File: src/rtl/tfr_pkg.sv
package tfr_pkg;
    localparam int HOST_DW = 16;
    localparam int REG_W   = 8;
    localparam int ADDR_W  = 3;
    localparam int BUSY_BIT = REG_W - 1;
    localparam logic [REG_W-1:0] DH_FIXED = 8'hA0;

    typedef enum logic [3:0] {
        RS_NONE, RS_DATA, RS_ERR, RS_CNT, RS_SNUM, RS_CLO,
        RS_CHI, RS_DH, RS_STAT, RS_ALT, RS_DADDR
    } rd_sel_e;

    typedef enum logic [3:0] {
        WS_NONE, WS_DATA, WS_FEAT, WS_CNT, WS_SNUM, WS_CLO,
        WS_CHI, WS_DH, WS_CMD, WS_DCTL
    } wr_sel_e;

    typedef struct packed {
        logic [REG_W-1:0] feat;
        logic [REG_W-1:0] cnt;
        logic [REG_W-1:0] snum;
        logic [REG_W-1:0] clo;
        logic [REG_W-1:0] chi;
        logic [REG_W-1:0] dh;
        logic [REG_W-1:0] cmd;
        logic             srst;
        logic             nien;
    } tf_regs_t;

    typedef struct packed {
        tf_regs_t           r;
        logic               wr_n_prev;
        logic               cmd_stb;
        logic               data_stb;
        logic [HOST_DW-1:0] data_word;
    } bank_state_t;
endpackage

File: src/rtl/tfr_decode.sv
module tfr_decode
    import tfr_pkg::*;
(
    input  logic              cs_cmd_n,
    input  logic              cs_ctl_n,
    input  logic [ADDR_W-1:0] addr,
    output rd_sel_e           rd_sel,
    output wr_sel_e           wr_sel
);
    always_comb begin
        rd_sel = RS_NONE;
        wr_sel = WS_NONE;
        if (!cs_cmd_n && cs_ctl_n) begin
            unique case (addr)
                3'd0: begin rd_sel = RS_DATA; wr_sel = WS_DATA; end
                3'd1: begin rd_sel = RS_ERR;  wr_sel = WS_FEAT; end
                3'd2: begin rd_sel = RS_CNT;  wr_sel = WS_CNT;  end
                3'd3: begin rd_sel = RS_SNUM; wr_sel = WS_SNUM; end
                3'd4: begin rd_sel = RS_CLO;  wr_sel = WS_CLO;  end
                3'd5: begin rd_sel = RS_CHI;  wr_sel = WS_CHI;  end
                3'd6: begin rd_sel = RS_DH;   wr_sel = WS_DH;   end
                default: begin rd_sel = RS_STAT; wr_sel = WS_CMD; end
            endcase
        end else if (cs_cmd_n && !cs_ctl_n) begin
            if (addr == 3'd6) begin
                rd_sel = RS_ALT;
                wr_sel = WS_DCTL;
            end else if (addr == 3'd7) begin
                rd_sel = RS_DADDR;
            end
        end
    end
endmodule

File: src/rtl/tfr_regs.sv
module tfr_regs
    import tfr_pkg::*;
(
    input  logic               clk,
    input  logic               rst_n,
    input  logic               wr_n,
    input  wr_sel_e            wr_sel,
    input  logic               busy,
    input  logic [HOST_DW-1:0] wdata,
    output tf_regs_t           regs,
    output logic               cmd_stb,
    output logic               data_stb,
    output logic [HOST_DW-1:0] data_word
);
    bank_state_t st_d, st_q;
    logic wr_edge;
    logic take_cb;
    logic [REG_W-1:0] wbyte;

    always_comb begin
        st_d          = st_q;
        wr_edge       = st_q.wr_n_prev & ~wr_n;
        take_cb       = wr_edge & ~busy;
        wbyte         = wdata[REG_W-1:0];
        st_d.wr_n_prev = wr_n;
        st_d.cmd_stb  = 1'b0;
        st_d.data_stb = 1'b0;
        if (take_cb) begin
            case (wr_sel)
                WS_DATA: begin
                    st_d.data_stb  = 1'b1;
                    st_d.data_word = wdata;
                end
                WS_FEAT: st_d.r.feat = wbyte;
                WS_CNT:  st_d.r.cnt  = wbyte;
                WS_SNUM: st_d.r.snum = wbyte;
                WS_CLO:  st_d.r.clo  = wbyte;
                WS_CHI:  st_d.r.chi  = wbyte;
                WS_DH:   st_d.r.dh   = wbyte | DH_FIXED;
                WS_CMD: begin
                    st_d.r.cmd   = wbyte;
                    st_d.cmd_stb = 1'b1;
                end
                default: ;
            endcase
        end
        if (wr_edge && wr_sel == WS_DCTL) begin
            st_d.r.srst = wdata[2];
            st_d.r.nien = wdata[1];
        end
    end

    always_ff @(posedge clk or negedge rst_n) begin
        if (!rst_n) begin
            st_q           <= '0;
            st_q.r.dh      <= DH_FIXED;
            st_q.wr_n_prev <= 1'b1;
        end else begin
            st_q <= st_d;
        end
    end

    assign regs      = st_q.r;
    assign cmd_stb   = st_q.cmd_stb;
    assign data_stb  = st_q.data_stb;
    assign data_word = st_q.data_word;

    p_cmd_single_r3: assert property (@(posedge clk) disable iff (!rst_n)
        cmd_stb |=> !cmd_stb);
    p_busy_nocmd_r4: assert property (@(posedge clk) disable iff (!rst_n)
        (busy && wr_edge && wr_sel == WS_CMD) |=> (!cmd_stb && $stable(regs.cmd)));
    p_dh_fixed_r2: assert property (@(posedge clk) disable iff (!rst_n)
        regs.dh[7] && regs.dh[5]);
    p_dctl_any_r5: assert property (@(posedge clk) disable iff (!rst_n)
        (wr_edge && wr_sel == WS_DCTL) |=> (regs.srst == $past(wdata[2])));
endmodule

File: src/rtl/tfr_readmux.sv
module tfr_readmux
    import tfr_pkg::*;
(
    input  logic               clk,
    input  logic               rst_n,
    input  logic               rd_n,
    input  rd_sel_e            rd_sel,
    input  tf_regs_t           regs,
    input  logic [REG_W-1:0]   status_in,
    input  logic [REG_W-1:0]   error_in,
    input  logic [HOST_DW-1:0] data_in,
    input  logic               wgate_active,
    output logic [HOST_DW-1:0] rdata,
    output logic [HOST_DW-1:0] rdata_oe
);
    localparam int HI_W = HOST_DW - REG_W;

    logic busy;
    logic cmd_group;
    logic [REG_W-1:0] daddr;
    logic [REG_W-1:0] lo_byte;
    logic lo_en, hi_en, b7_off;

    assign busy      = status_in[BUSY_BIT];
    assign cmd_group = (rd_sel inside {RS_DATA, RS_ERR, RS_CNT, RS_SNUM,
                                       RS_CLO, RS_CHI, RS_DH, RS_STAT});
    assign daddr     = {1'b0, ~wgate_active, ~regs.dh[3:0], ~regs.dh[4], regs.dh[4]};

    always_comb begin
        lo_byte = '0;
        lo_en   = 1'b0;
        hi_en   = 1'b0;
        b7_off  = 1'b0;
        rdata   = '0;
        if (!rd_n) begin
            if (cmd_group && busy) begin
                lo_byte = status_in;
                lo_en   = 1'b1;
            end else begin
                case (rd_sel)
                    RS_DATA: begin
                        rdata = data_in;
                        lo_byte = data_in[REG_W-1:0];
                        lo_en = 1'b1;
                        hi_en = 1'b1;
                    end
                    RS_ERR:  begin lo_byte = error_in;  lo_en = 1'b1; end
                    RS_CNT:  begin lo_byte = regs.cnt;  lo_en = 1'b1; end
                    RS_SNUM: begin lo_byte = regs.snum; lo_en = 1'b1; end
                    RS_CLO:  begin lo_byte = regs.clo;  lo_en = 1'b1; end
                    RS_CHI:  begin lo_byte = regs.chi;  lo_en = 1'b1; end
                    RS_DH:   begin lo_byte = regs.dh;   lo_en = 1'b1; end
                    RS_STAT, RS_ALT: begin lo_byte = status_in; lo_en = 1'b1; end
                    RS_DADDR: begin lo_byte = daddr; lo_en = 1'b1; b7_off = 1'b1; end
                    default: ;
                endcase
            end
        end
        rdata[REG_W-1:0] = lo_byte;
        rdata_oe = {{HI_W{hi_en}}, lo_en & ~b7_off, {(REG_W-1){lo_en}}};
    end

    p_idle_float_r10: assert property (@(posedge clk) disable iff (!rst_n)
        rd_n |-> (rdata_oe == '0));
    p_hi_only_data_r6: assert property (@(posedge clk) disable iff (!rst_n)
        (|rdata_oe[HOST_DW-1:REG_W]) |-> (rd_sel == RS_DATA && !busy));
    p_daddr_b7_r8: assert property (@(posedge clk) disable iff (!rst_n)
        (rd_sel == RS_DADDR) |-> !rdata_oe[REG_W-1]);
    p_busy_status_r7: assert property (@(posedge clk) disable iff (!rst_n)
        (!rd_n && cmd_group && busy) |-> (rdata[REG_W-1:0] == status_in));
endmodule

File: src/rtl/taskfile_regbank.sv
module taskfile_regbank
    import tfr_pkg::*;
(
    input  logic               clk,
    input  logic               rst_n,
    input  logic               cs_cmd_n,
    input  logic               cs_ctl_n,
    input  logic [ADDR_W-1:0]  addr,
    input  logic               rd_n,
    input  logic               wr_n,
    input  logic [HOST_DW-1:0] wdata,
    input  logic [REG_W-1:0]   status_in,
    input  logic [REG_W-1:0]   error_in,
    input  logic [HOST_DW-1:0] data_in,
    input  logic               wgate_active,
    output logic [HOST_DW-1:0] rdata,
    output logic [HOST_DW-1:0] rdata_oe,
    output logic [REG_W-1:0]   features,
    output logic [REG_W-1:0]   sect_cnt,
    output logic [REG_W-1:0]   sect_num,
    output logic [REG_W-1:0]   cyl_lo,
    output logic [REG_W-1:0]   cyl_hi,
    output logic [REG_W-1:0]   drv_head,
    output logic [REG_W-1:0]   cmd_code,
    output logic               cmd_stb,
    output logic               data_wr_stb,
    output logic [HOST_DW-1:0] data_wr_word,
    output logic               soft_reset,
    output logic               irq_enable
);
    rd_sel_e  rd_sel;
    wr_sel_e  wr_sel;
    tf_regs_t regs;

    tfr_decode u_decode (
        .cs_cmd_n (cs_cmd_n),
        .cs_ctl_n (cs_ctl_n),
        .addr     (addr),
        .rd_sel   (rd_sel),
        .wr_sel   (wr_sel)
    );

    tfr_regs u_regs (
        .clk       (clk),
        .rst_n     (rst_n),
        .wr_n      (wr_n),
        .wr_sel    (wr_sel),
        .busy      (status_in[BUSY_BIT]),
        .wdata     (wdata),
        .regs      (regs),
        .cmd_stb   (cmd_stb),
        .data_stb  (data_wr_stb),
        .data_word (data_wr_word)
    );

    tfr_readmux u_readmux (
        .clk          (clk),
        .rst_n        (rst_n),
        .rd_n         (rd_n),
        .rd_sel       (rd_sel),
        .regs         (regs),
        .status_in    (status_in),
        .error_in     (error_in),
        .data_in      (data_in),
        .wgate_active (wgate_active),
        .rdata        (rdata),
        .rdata_oe     (rdata_oe)
    );

    assign features   = regs.feat;
    assign sect_cnt   = regs.cnt;
    assign sect_num   = regs.snum;
    assign cyl_lo     = regs.clo;
    assign cyl_hi     = regs.chi;
    assign drv_head   = regs.dh;
    assign cmd_code   = regs.cmd;
    assign soft_reset = regs.srst;
    assign irq_enable = ~regs.nien;

    p_bad_cs_r9: assert property (@(posedge clk) disable iff (!rst_n)
        (cs_cmd_n == cs_ctl_n) |-> (rd_sel == RS_NONE && wr_sel == WS_NONE));
    p_ctl_nowrite_r8: assert property (@(posedge clk) disable iff (!rst_n)
        (cs_cmd_n && !cs_ctl_n && addr != 3'd6) |-> (wr_sel == WS_NONE));
endmodule

File: config.mk
export PLATFORM = sky130hd
export DESIGN_NAME = taskfile_regbank
export DESIGN_NICKNAME = d
export VERILOG_FILES = /design/src/rtl/tfr_pkg.sv /design/src/rtl/tfr_decode.sv /design/src/rtl/tfr_regs.sv /design/src/rtl/tfr_readmux.sv /design/src/rtl/taskfile_regbank.sv
export SDC_FILE = /design/constraint.sdc
export NUM_CORES = 1
export LEC_CHECK = 0
export BUFFER_PORTS_ARGS = -buffer_cell sky130_fd_sc_hd__buf_4
export CAP_MARGIN = 20
export CORE_ASPECT_RATIO = 1.4
export CORE_MARGIN = 2
export CORE_UTILIZATION = 54
export CTS_CLUSTER_SIZE = 16
export DETAILED_ROUTE_END_ITERATION = 6
export PLACE_DENSITY = 0.91
export SKIP_CTS_REPAIR_TIMING = 1
export SYNTH_ARGS = -nofsm -noshare
export SYNTH_HDL_FRONTEND = slang
export SYNTH_SLANG_ARGS = --single-unit
File: constraint.sdc
create_clock -name clk -period 4.4 [get_ports clk]
set_clock_uncertainty 0.1 [all_clocks]
set_input_delay 0.88 -clock clk [delete_from_list [all_inputs] [get_ports clk]]
set_output_delay 0.88 -clock clk [all_outputs]
set_load 0.01 [all_outputs]
### Word-level counts from Yosys, hierarchy flattened

Cells that the tools add are included.

* equality and inequality tests: 26
* multiplexer cells: 26
* bitwise operators: 10
* reductions and logical operators: 18

Operator list (number)
* $pmux 8 s9: 1
* $mux 16: 3
* $eq 4x3->1 const B: 8
* $mux 4: 7
* $pmux 4 s7: 1
* $eq 4x4->1 const B: 5
* $mux 18: 1
* $mux 17: 1
* $eq 4x2->1 const B: 4
* $mux 8: 2
* $reduce_and 2->1: 8
* $eq 3x3->1 const B: 4
* $mux 1: 10
* $reduce_or 10->1: 1
* $eq 4x1->1 const B: 2
* $reduce_bool 8->1: 1
* $eq 3x2->1 const B: 2
* $not 1->1: 6
* $logic_and 1x1->1: 4
* $not 4->4: 1
* $and 1x1->1: 3
* $eq 3x1->1 const B: 1
* $logic_not 3->1: 1
* $logic_not 1->1: 2
* $reduce_or 2->1: 1

* flip-flop bits (word level): 75
* word-level logic and storage cells: 93

### Logic depth before layout (Yosys ltp)

Gate-level depths: netlist (run 1).

* depth after elaboration: 12
* gate-level depth with buffers: 11

### By module

Synthesis (run 1) repeated with hierarchy kept, for this count alone.

* cell total of the unflattened synthesis: 414
* area, all modules: 4645.7 um2

By module, submodules not included
* tfr_regs: times used 1, cells each 242, area each 3428.3 um2, seq. area each 1878.1 um2
* tfr_readmux: times used 1, cells each 153, area each 1097.3 um2, seq. area each 0.0 um2
* tfr_decode: times used 1, cells each 18, area each 116.4 um2, seq. area each 0.0 um2
* taskfile_regbank: times used 1, cells each 1, area each 3.8 um2, seq. area each 0.0 um2

### Worst setup path after synthesis (run 1)

Ideal clock, no wire load.

* kind: input-to-output
* from: input addr[0]
* to: output rdata[6]
* arrival time: 2666 ps
* data required time: 3420 ps
* slack: 754 ps
* cell stages on the path: 9
* buffers on the path: 2
* cells stage by stage: inv_1 > ha_1 > clkbuf_1 > o31ai_2 > and3_1 > buf_6 > a221o_1 > a2111oi_2 > o21ai_1

* word-level cells in the longest chain between the ends: 10
* elaborated cells on any way between the ends: 29

Ends and longest elaborated chain
* start, declared: RTL line taskfile_regbank.sv:8 `input logic [ADDR_W-1:0] addr,`
* $eq 3x3->1: RTL line tfr_decode.sv:28 `end else if (addr == 3'd7) begin`
* $mux 4: RTL line tfr_decode.sv:28
* $mux 4: RTL line tfr_decode.sv:25 `if (addr == 3'd6) begin`
* $mux 4: RTL line tfr_decode.sv:24 `end else if (cs_cmd_n && !cs_ctl_n) begin`
* $mux 4 (*): RTL line tfr_decode.sv:13 `if (!cs_cmd_n && cs_ctl_n) begin`
* $eq 4x4->1 (tied with other cells): RTL line tfr_readmux.sv:40 `case (rd_sel)`
* $reduce_or 2->1 / $reduce_bool 8->1 (equally long branches): RTL line tfr_readmux.sv:40, tfr_readmux.sv:25
* $pmux 8 s9 / $logic_and 1x1->1 (equally long branches): RTL line tfr_readmux.sv:40, tfr_readmux.sv:36
* $mux 8 (*): RTL line tfr_readmux.sv:36 `if (cmd_group && busy) begin`
* $mux 8 (*): RTL line tfr_readmux.sv:35 `if (!rd_n) begin`
* end, declared: RTL line taskfile_regbank.sv:16 `output logic [HOST_DW-1:0] rdata,`

Mark *: on every way between the ends. The rest lies on a longest branch, timed or not.

### Worst setup path after layout (run 1)

* from: input addr[0]
* to: output rdata[4]

Same word-level chain as after synthesis.

==> results.cfg, run 1 <==
[outcome]
status = complete, no violations

[die]
die-area_um2 = 9320
core_um2 = 8250
ios = 166
row_count = 39
start_util = 0.560
fp.dieW_um = 82.2
die_y_um = 113

[drt]
vias = 3484
routedWlPerCell_um = 19.1
drc = 0
routed_wl_um = 11600
vias_per_cell = 5.73
drt_iter0_drc = 154
drtPass1Iterations = 5
ant_nets = 0

[synthesis]
synth_area_um2 = 4620
syn_inst = 424
yosys_warnings = 0
synth-seq-area-share = 0.406
syn_area_per_cell_um2 = 10.9
synth_ff_type = dfrtp_1
synth-edff-count = 0
ys_async_sr_fraction = 1.00
yosys.cell_types.count = 55
synth-seq-cells = 75

[sta]
report.final.slew_viol_count = 0
fmax_ghz = 0.238
worst_slack_ns = 0.195
relSlewSlack = 0.370
report.final.hold_viol_count = 0
rsz0062_at_grt = no
setup_viol = 0
period_share = 0.956
fin_setup_tns_ns = 0
worst_slew_pin_slew_ns = 0.944
final.min_clock_period_ns = 4.20

[cts]
clk_pin_slew_ns = 0.05
cts_max_level = 3
cts_buffers = 9
ctsLongestPathBuffers = 2
worst_skew_pair.late_latency_ns = 0.32
cts_root_buf = clkbuf_16
cts.sinks = 75
cts_tree = yes

[final_layout]
fin_util = 0.678
fill_cells = 608
syn2layout_area_growth_pct = 21.0
antenna_cells = 0
drive_above_1_share = 0.528
nNetsFinal = 564

[power_and_ir_drop]
power.leakage_nw = 2.81
p_per_area_nw_per_um2 = 368
irDropWorstVdd_mv = 0.309

[place]
post-dp-hpwl_um = 8950
port-buffer-count = 163
gp_congestion = 0.976
post-place-ws_ns = 0.112

[critical_path]
crit_fanout = 11
critPathKind = in2out
critPathLaunchType = input pin
critPathSlowestCell = a211oi_4
path_cells = buf_4 > inv_1 > ha_1 > nor3_4 > a211oi_4 > and3_1 > a222oi_1 > o211a_1 > o221ai_1 > buf_4
arrival_ns = 3.22
critPathRequiredTime_ns = 3.42
crit_path_max_incr_delay_ns = 0.48
crit_path_end_kind = output pin
critPathMostFrequentCell = buf_4

[global_routing]
met1_usage = 0.301
grtUsageTotal = 0.252
grt_use_met2 = 0.417
grt_pass1_vias = 3442
antenna_found_initial = 0
grt-ovfl-total = 0
grt_max_degree = 76
top_usage_layer = met2
grt_use_met3 = 0.0411
grt_pass1_wl_um = 17700

[worst_hold_path]
holdCritPathClass = reg2reg

[run]
cap_violations = 0
-- worst paths after layout --
kind	to	start	cells after the start	slack [ns]
min in group asynchronous	u_regs.regs[43]$_DFFE_PN0P_	rst_n	1	0.58
setup / recovery	rdata[4]	addr[0]	10	0.20
hold reg to reg	u_regs.data_word[11]$_DFFE_PN0P_	u_regs.data_word[11]$_DFFE_PN0P_	1	0.39
setup reg to reg	u_regs.data_word[8]$_DFFE_PN0P_	u_regs.st_q[18]$_DFF_PN1_	4	1.75
max in group asynchronous	u_regs.data_stb$_DFF_PN0_	rst_n	1	3.03
hold / removal	u_regs.data_word[11]$_DFFE_PN0P_	u_regs.data_word[11]$_DFFE_PN0P_	1	0.39
-- Yosys cell counts (2+ instances only) --
master | n | share of area
nor2b_1 | 7 | 0.0095
o211a_1 | 6 | 0.013
a221oi_1 | 6 | 0.011
buf_6 | 3 | 0.0073
nor3_4 | 2 | 0.0070
a22oi_1 | 2 | 0.0032
o21ai_1 | 3 | 0.0032
and2_1 | 10 | 0.014
nor3_1 | 2 | 0.0022
a21oi_2 | 2 | 0.0038
mux2_1 | 6 | 0.015
or2_2 | 2 | 0.0027
and3b_1 | 2 | 0.0038
a32oi_1 | 2 | 0.0038
nor2_1 | 13 | 0.011
nor2_2 | 3 | 0.0041
inv_1 | 9 | 0.0073
o221ai_1 | 5 | 0.0095
and3_1 | 5 | 0.0068
a21oi_1 | 12 | 0.013
dfrtp_1 | 74 | 0.40
o21ai_0 | 12 | 0.013
ha_1 | 4 | 0.011
clkbuf_1 | 4 | 0.0032
nand2_1 | 24 | 0.019
mux2_2 | 57 | 0.14
a211oi_2 | 2 | 0.0054
mux2_4 | 9 | 0.029
nand2b_1 | 3 | 0.0041
buf_2 | 5 | 0.0054
a222oi_1 | 5 | 0.011
nand3_1 | 6 | 0.0065
o21a_1 | 2 | 0.0032
buf_4 | 90 | 0.15
a21o_1 | 5 | 0.0081
-- placed cells by master (no fill, tap or decap), types with 3 or more instances in the layout --
cell	n
a21oi_1	12
nand2_1	24
dfrtp_1	74
buf_4	168
clkbuf_16	9
mux2_1	6
a21o_1	5
o21ai_0	12
nor2b_1	7
ha_1	4
o21ai_1	3
mux2_2	57
nor2_2	3
inv_1	8
nand2b_1	3
nor2_1	13
o221ai_1	5
a222oi_1	5
o211a_1	6
nand3_1	6
and2_1	10
clkinv_4	3
and3_1	5
a221oi_1	6
mux2_4	9
-- final cells by class --
cell class                 count  area, µm²  share of cell area
clock buffer                   9        225              0.0403
clock inverter                 6       91.3              0.0163
inverter                       9       37.5             0.00671
multi-input combinational    239       1970               0.352
sequential                    75       1880               0.336
tap                          102        128              0.0228
timing repair buffer         168       1260               0.226
-- routing by layer --
metal | vias up | wire, µm | part of all wire
li1 | 1575 | - | -
met5 | - | 0 | 0
met2 | 201 | 5980 | 0.52
met3 | 46 | 805 | 0.069
met4 | 0 | 553 | 0.048
met1 | 1662 | 4270 | 0.37
-- logic make-up (layout without fill, tap and decap cells) --
| group | count (synthesis) | in the layout | share of synthesized area |
|---|---|---|---|
| compound gates | 76 | 76 | 0.126 |
| fa+ha+maj | 4 | 4 | 0.0108 |
| buf+inv | 111 | 192 | 0.170 |
| flops | 75 | 75 | 0.406 |
| mux | 73 | 73 | 0.185 |
| other cells | 1 | 2 | 0.000812 |
| simple gates | 84 | 84 | 0.102 |
-- stage by stage --
step / hold WS [ns] / power [mW] / instances / area (µm²)
2_1_floorplan: 0.359 / 1.17 / 425 / 4620
3_3_place_gp: 0.371 / 1.29 / 593 / 5260
3_5_place_dp: 0.379 / 1.30 / 593 / 5260
4_1_cts: 0.389 / 2.07 / 608 / 5580
5_1_grt: 0.411 / 2.15 / 608 / 5590
6_report: 0.385 / 2.06 / 608 / 5590
-- state kept, by name (all words and copies together), names as in the netlist --
name	count
u_regs.data_word	16
u_regs.st_q	1
u_regs.regs	56
u_regs.cmd_stb	1
u_regs.data_stb	1
-- where the power goes --
part | switching [mW] | internal (mW)
Sequential | 0.0614 | 0.779
Combinational | 0.206 | 0.249
Clock | 0.269 | 0.494
-- worst max-delay path, delay by kind of cell --
family / cells / cell delay, ns
adder cells (fa/ha/maj): 1 / 0.40
buffers and inverters: 3 / 0.36
AO/OA/AOI/OAI: 4 / 1.04
AND/OR/NAND/NOR: 2 / 0.53
(Power assumes the default switching activity.)
==> run 2: changes to the inputs <==
--- a/config.mk
+++ b/config.mk
@@ -15,4 +15,5 @@
 export PLACE_DENSITY = 0.91
 export SKIP_CTS_REPAIR_TIMING = 1
+export SLEW_MARGIN = 20
 export SYNTH_ARGS = -nofsm -noshare
 export SYNTH_HDL_FRONTEND = slang
==> constraint.sdc (replaced) <==
create_clock -name clk -period 4.4 [get_ports clk]
set_clock_uncertainty 0.1 [all_clocks]
set_input_delay 0.44 -clock clk [delete_from_list [all_inputs] [get_ports clk]]
set_output_delay 0.44 -clock clk [all_outputs]
set_load 0.01 [all_outputs]
==> run 2 against run 1 <==
Compared with the run above:
- global-route usage is 0.098 points lower
- setup slack better by 0.76 ns
- critical path type unchanged
- routed wire length is 2.0% higher
- sequential power hardly changed
- die area stayed put
- design area is 0.29% lower
- maximum frequency is 22% higher
- first-iteration DRC count is 93% higher
==> results.cfg, run 2 (same netlist as run 1, synthesis figures left out) <==
[critical_path]
worstReg2RegStart = u_regs.st_q[18]$_DFF_PN1_
crit_path_end_kind = output pin
critPathBufInv = 3
critPathSlowestCell = a211oi_2
critPathKind = in2out
critPathRequiredTime_ns = 3.86
cpLargestDelayFamily = compound AO/OA/AOI/OAI gates
r2r_end = u_regs.data_word[8]$_DFFE_PN0P_
crit_path_max_incr_delay_ns = 0.60
r2r_cells = 4
critPathLaunchType = input pin
critPathMostFrequentCell = buf_4
crit_fanout = 11
r2r_slack_ns = 1.71
arrival_ns = 2.90
path_cells = buf_4 > inv_1 > ha_1 > nor3_4 > a211oi_2 > and3_1 > a222oi_1 > o211a_1 > o221ai_1 > buf_4

[global_routing]
grt_pass1_vias = 3458
antenna_found_initial = 0
grt_pass1_wl_um = 17700
met1_usage = 0.296
grtUsageTotal = 0.251
grt-ovfl-total = 0
grt_use_met3 = 0.0459
grt_max_degree = 76
top_usage_layer = met2
grt_use_met2 = 0.433

[final_layout]
fill_cells = 625
layout_commonest_cell = buf_4
antenna_cells = 0
seqCellArea_um2 = 1880
largest_register_ff_count = 56
final_cell_mix = buf_4, dfrtp_1, mux2_2, nand2_1, nor2_1
drive_above_1_share = 0.522
layoutNonFillerInstCount = 604
nNetsFinal = 559
final_area_um2 = 5580
syn2layout_area_growth_pct = 20.7
multiInputGateArea_um2 = 1960

[worst_hold_path]
holdCritPathClass = in2reg
whs_path_depth = 1
hold_path_startpoint = wr_n
whs_endpoint = u_regs.st_q[18]$_DFF_PN1_

[die]
start_util = 0.560
die-area_um2 = 9320
fp.dieW_um = 82.2
ios = 166
core_um2 = 8250
row_count = 39
die_y_um = 113

[sta]
holdWs_ns = 0.131
relSlewSlack = 0.307
fmax_ghz = 0.291
rsz0062_at_grt = no
final.min_clock_period_ns = 3.44
fin_setup_tns_ns = 0
worst_slew_pin_slew_ns = 1.04
period_share = 0.782
setup_viol = 0
report.final.slew_viol_count = 0
report.final.hold_viol_count = 0

[cts]
cts_max_level = 3
cts_buffers = 9
clk_pin_slew_ns = 0.06
cts_tree = yes
worst_skew_pair.late_latency_ns = 0.33
ctsLongestPathBuffers = 2
cts.sinks = 75
cts_root_buf = clkbuf_16

[place]
dp.cells = 588
post-dp-hpwl_um = 8880
port-buffer-count = 163
dpl_cell_area_um2 = 5230
gp_congestion = 0.955

[drt]
vias = 3522
vias_per_cell = 5.83
drt_iter0_drc = 297
routedWlPerCell_um = 19.6
ant_nets = 0
routed_wl_um = 11800
drtPass1Iterations = 5
drc = 0

[power_and_ir_drop]
power.total_mw = 2.14
power.leakage_nw = 2.81
irDropWorstVdd_mv = 0.339
p_per_area_nw_per_um2 = 383

[outcome]
status = complete, no violations

[run]
cap_violations = 0
## run 2: changes by cell type in the layout (fill, tap and decap cells not counted)
| cell | previous run | this run |
|---|---|---|
| clkinv_4 | 3 | 2 |
| bufinv_16 | 2 | 3 |
| inv_1 | 8 | 9 |
| a211oi_4 | 1 | 0 |
| inv_6 | 0 | 1 |
| clkinv_2 | 1 | 0 |
| a211oi_2 | 1 | 2 |
| buf_4 | 168 | 163 |
## run 2: metal layers
layer / up-vias / wire length, µm
met3: 24 / 886
met1: 1709 / 4450
li1: 1568 / -
met2: 221 / 6190
met5: - / 0
met4: 0 / 310
## run 2: worst reg2reg max path, cell delays in order, from the launching register on
cell and delay [ns]:
dfstp_2 0.52, or3b_2 0.49, nor2_1 0.16, and3_1 0.88, mux2_2 0.42
## run 2: final cells by class
class / instances / share of cell area
clock inverters: 7 / 0.0222
repair buffers: 163 / 0.219
multi-input cells: 239 / 0.352
clock buffers: 9 / 0.0404
flip-flops and latches: 75 / 0.337
inverters: 9 / 0.00606
well taps: 102 / 0.0229
## run 2: report_power, final
group | internal, mW | leakage, nW | switching [mW]
combinational | 0.246 | 1.64 | 0.204
sequential | 0.779 | 1.01 | 0.0634
clock | 0.557 | 0.166 | 0.286
total | 1.58 | 2.81 | 0.553
## run 2: how the worst max path moves through the flow
stage               startpoint        to  slack [ns]  cells after the start
floorplan              addr[0]  rdata[6]        1.63                      9
global placement       addr[0]  rdata[4]        1.18                     10
detailed placement     addr[0]  rdata[1]        1.01                     10
CTS                    addr[0]  rdata[1]        1.01                     10
global route           addr[0]  rdata[1]        0.76                     10
finish                 addr[0]  rdata[1]        0.96                     10
## run 2: stage by stage
stage | worst slack, ns | utilization
after floorplan | 1.63 | -
final | 0.958 | 0.676
after global placement | 1.18 | 0.634
after detailed placement | 1.01 | 0.634
after global routing | 0.758 | 0.676
after CTS | 1.01 | 0.676
==> run 3: changes to the inputs <==
Settings changed: ABC_AREA set to 1, CORE_UTILIZATION 54 to 51, PLACE_DENSITY 0.91 to 0.87.
Clock period 4.4 ns to 3.6 ns, I/O delays scaled along.
==> run 3 against run 2 <==
Compared with the run above:
- register-to-register slack worse by 0.23 ns
- die area rose by 6.1%
- setup slack worse by 0.17 ns
- critical path type unchanged
==> results.cfg, run 3 <==
[critical_path]
critPathSlowestCell = nor2_4
crit_path_max_incr_delay_ns = 0.30
path_cells = buf_4 > inv_1 > ha_1 > nor2_1 > nand2_1 > nand3_4 > inv_2 > nor2_4 > nand2_4 > inv_1 > nand3_2 > inv_1 > buf_4
critPathLaunchType = input pin
crit_fanout = 14
critPathMostFrequentCell = inv_1
critPathKind = in2out
crit_path_end_kind = output pin
arrival_ns = 2.35
critPathRequiredTime_ns = 3.14

[synthesis]
ys_async_sr_fraction = 1.00
synth-seq-cells = 75
yosys-top-cells-area = dfrtp_1, buf_4, nand2_1, nor2_1, o21ai_0
yosys_warnings = 0
yosys.cell_types.count = 34
synth_top_cell_by_area = dfrtp_1
syn_inst = 605
ys_top_cells_by_count = nand2_1, buf_4, dfrtp_1, nor2_1, inv_1
synth_most_common_cell = nand2_1
synth-edff-count = 0
synth_area_um2 = 4640
synth_ff_type = dfrtp_1
syn_area_per_cell_um2 = 7.67
synth.top_cell.area_share = 0.399
synth-seq-area-share = 0.405

[drt]
ant_nets = 0
drt_iter0_drc = 207
routedWlPerCell_um = 15.5
routed_wl_um = 12200
vias = 3992
drc = 0
vias_per_cell = 5.04
drtPass1Iterations = 4

[final_layout]
fill_cells = 793
fin_util = 0.619
antenna_cells = 0
layout_commonest_cell = nand2_1
syn2layout_area_growth_pct = 19.0
drive_above_1_share = 0.318
final_cell_mix = nand2_1, buf_4, dfrtp_1, nor2_1, inv_1
largest_register_ff_count = 56
nNetsFinal = 742

[power_and_ir_drop]
irDropWorstVdd_mv = 0.307
p_per_area_nw_per_um2 = 436
power.leakage_nw = 3.09

[sta]
report.final.hold_viol_count = 0
worst_slew_pin_slew_ns = 0.913
relSlewSlack = 0.392
fmax_ghz = 0.356
rsz0062_at_grt = no
fin_setup_tns_ns = 0
report.final.slew_viol_count = 0
setup_viol = 0
final.min_clock_period_ns = 2.81
period_share = 0.780

[cts]
ctsLongestPathBuffers = 2
cts_max_level = 3
cts_buffers = 9
worst_skew_pair.late_latency_ns = 0.32
cts_root_buf = clkbuf_16
cts_tree = yes
cts.sinks = 75
clk_pin_slew_ns = 0.05

[die]
die-area_um2 = 9890
ios = 166
start_util = 0.520
fp.dieW_um = 84.6
row_count = 41
die_y_um = 117
core_um2 = 8930

[global_routing]
antenna_found_initial = 0
grt_pass1_vias = 3949
grt_pass1_wl_um = 19200
grt-ovfl-total = 0
grtUsageTotal = 0.248
grt_max_degree = 76

[run]
cap_violations = 0

[outcome]
status = complete, no violations

[place]
gp_congestion = 0.893
post-dp-hpwl_um = 9490
port-buffer-count = 163

[worst_hold_path]
holdCritPathClass = in2reg
==> run 3: cell count changes after synthesis, moves of 18 or more <==
cell / previous run / this run
nand2_1: 24 / 173
mux2_2: 57 / 0
inv_1: 9 / 50
nor2_1: 13 / 52
nand3_1: 6 / 34
o21ai_0: 12 / 38
o21ai_1: 3 / 21
==> run 3: path summary, 6_finish.rpt <==
path,slack (ns),to,from,cells past startpoint
max,0.79,rdata_oe[13],addr[0],13
min,0.05,u_regs.st_q[18]$_DFF_PN1_,wr_n,1
max reg2reg,1.48,u_regs.regs[24]$_DFFE_PN0P_,u_regs.st_q[18]$_DFF_PN1_,6
min reg2reg,0.39,u_regs.data_word[11]$_DFFE_PN0P_,u_regs.data_word[11]$_DFFE_PN0P_,2
max in group asynchronous,2.74,u_regs.regs[51]$_DFFE_PN0P_,rst_n,1
min in group asynchronous,0.07,u_regs.data_word[14]$_DFFE_PN0P_,rst_n,1
==> run 3: cells by family (layout without fill, tap and decap cells) <==
| logic type | count (synthesis) | count (layout) | synth area share |
|---|---|---|---|
| buffers and inverters | 158 | 237 | 0.207 |
| adder cells (fa/ha/maj) | 4 | 4 | 0.0108 |
| other | 1 | 2 | 0.000808 |
| flip-flops | 75 | 75 | 0.405 |
| AO/OA/AOI/OAI | 79 | 79 | 0.0954 |
| AND/OR/NAND/NOR | 288 | 288 | 0.281 |
==> run 3: final cells by class <==
class	instances	area, µm²	area share
clock buffer	13	240	0.0435
timing repair buffer	163	1220	0.222
sequential	75	1880	0.340
inverter	58	225	0.0408
multi-input combinational	373	1800	0.327
clock inverter	3	17.5	0.00317
tap	107	134	0.0242
==> run 3: per-layer routing <==
metal,share of wire,global-route usage
met5,0,0
met4,0.028,0.123
met3,0.083,0.0624
met2,0.53,0.453
met1,0.36,0.266
==> run 3: where the power goes <==
group	leakage [nW]	internal, mW	switching (mW)
Clock	0.124	0.464	0.314
Combinational	1.96	0.282	0.308
Sequential	1.01	0.957	0.0835
Total	3.09	1.70	0.706
==> run 3: worst max-delay path: cells and delay by family <==
| family | cells | cell delay (ns) |
|---|---|---|
| and+or+nand+nor | 6 | 0.94 |
| buffers and inverters | 6 | 0.82 |
| adders and majority gates | 1 | 0.21 |
==> run 3: stage by stage <==
step                      power (mW)  worst slack, ns  hold WS [ns]  area [µm²]  instances
after global placement          1.63            0.873         0.360        5270        776
after CTS                       2.43            0.770        0.0424        5520        792
after floorplan                 1.47             1.25       -0.0356        4640        606
final                           2.41            0.791        0.0529        5520        792
after detailed placement        1.65            0.778         0.371        5270        776
after global routing            2.53            0.604        0.0475        5520        792
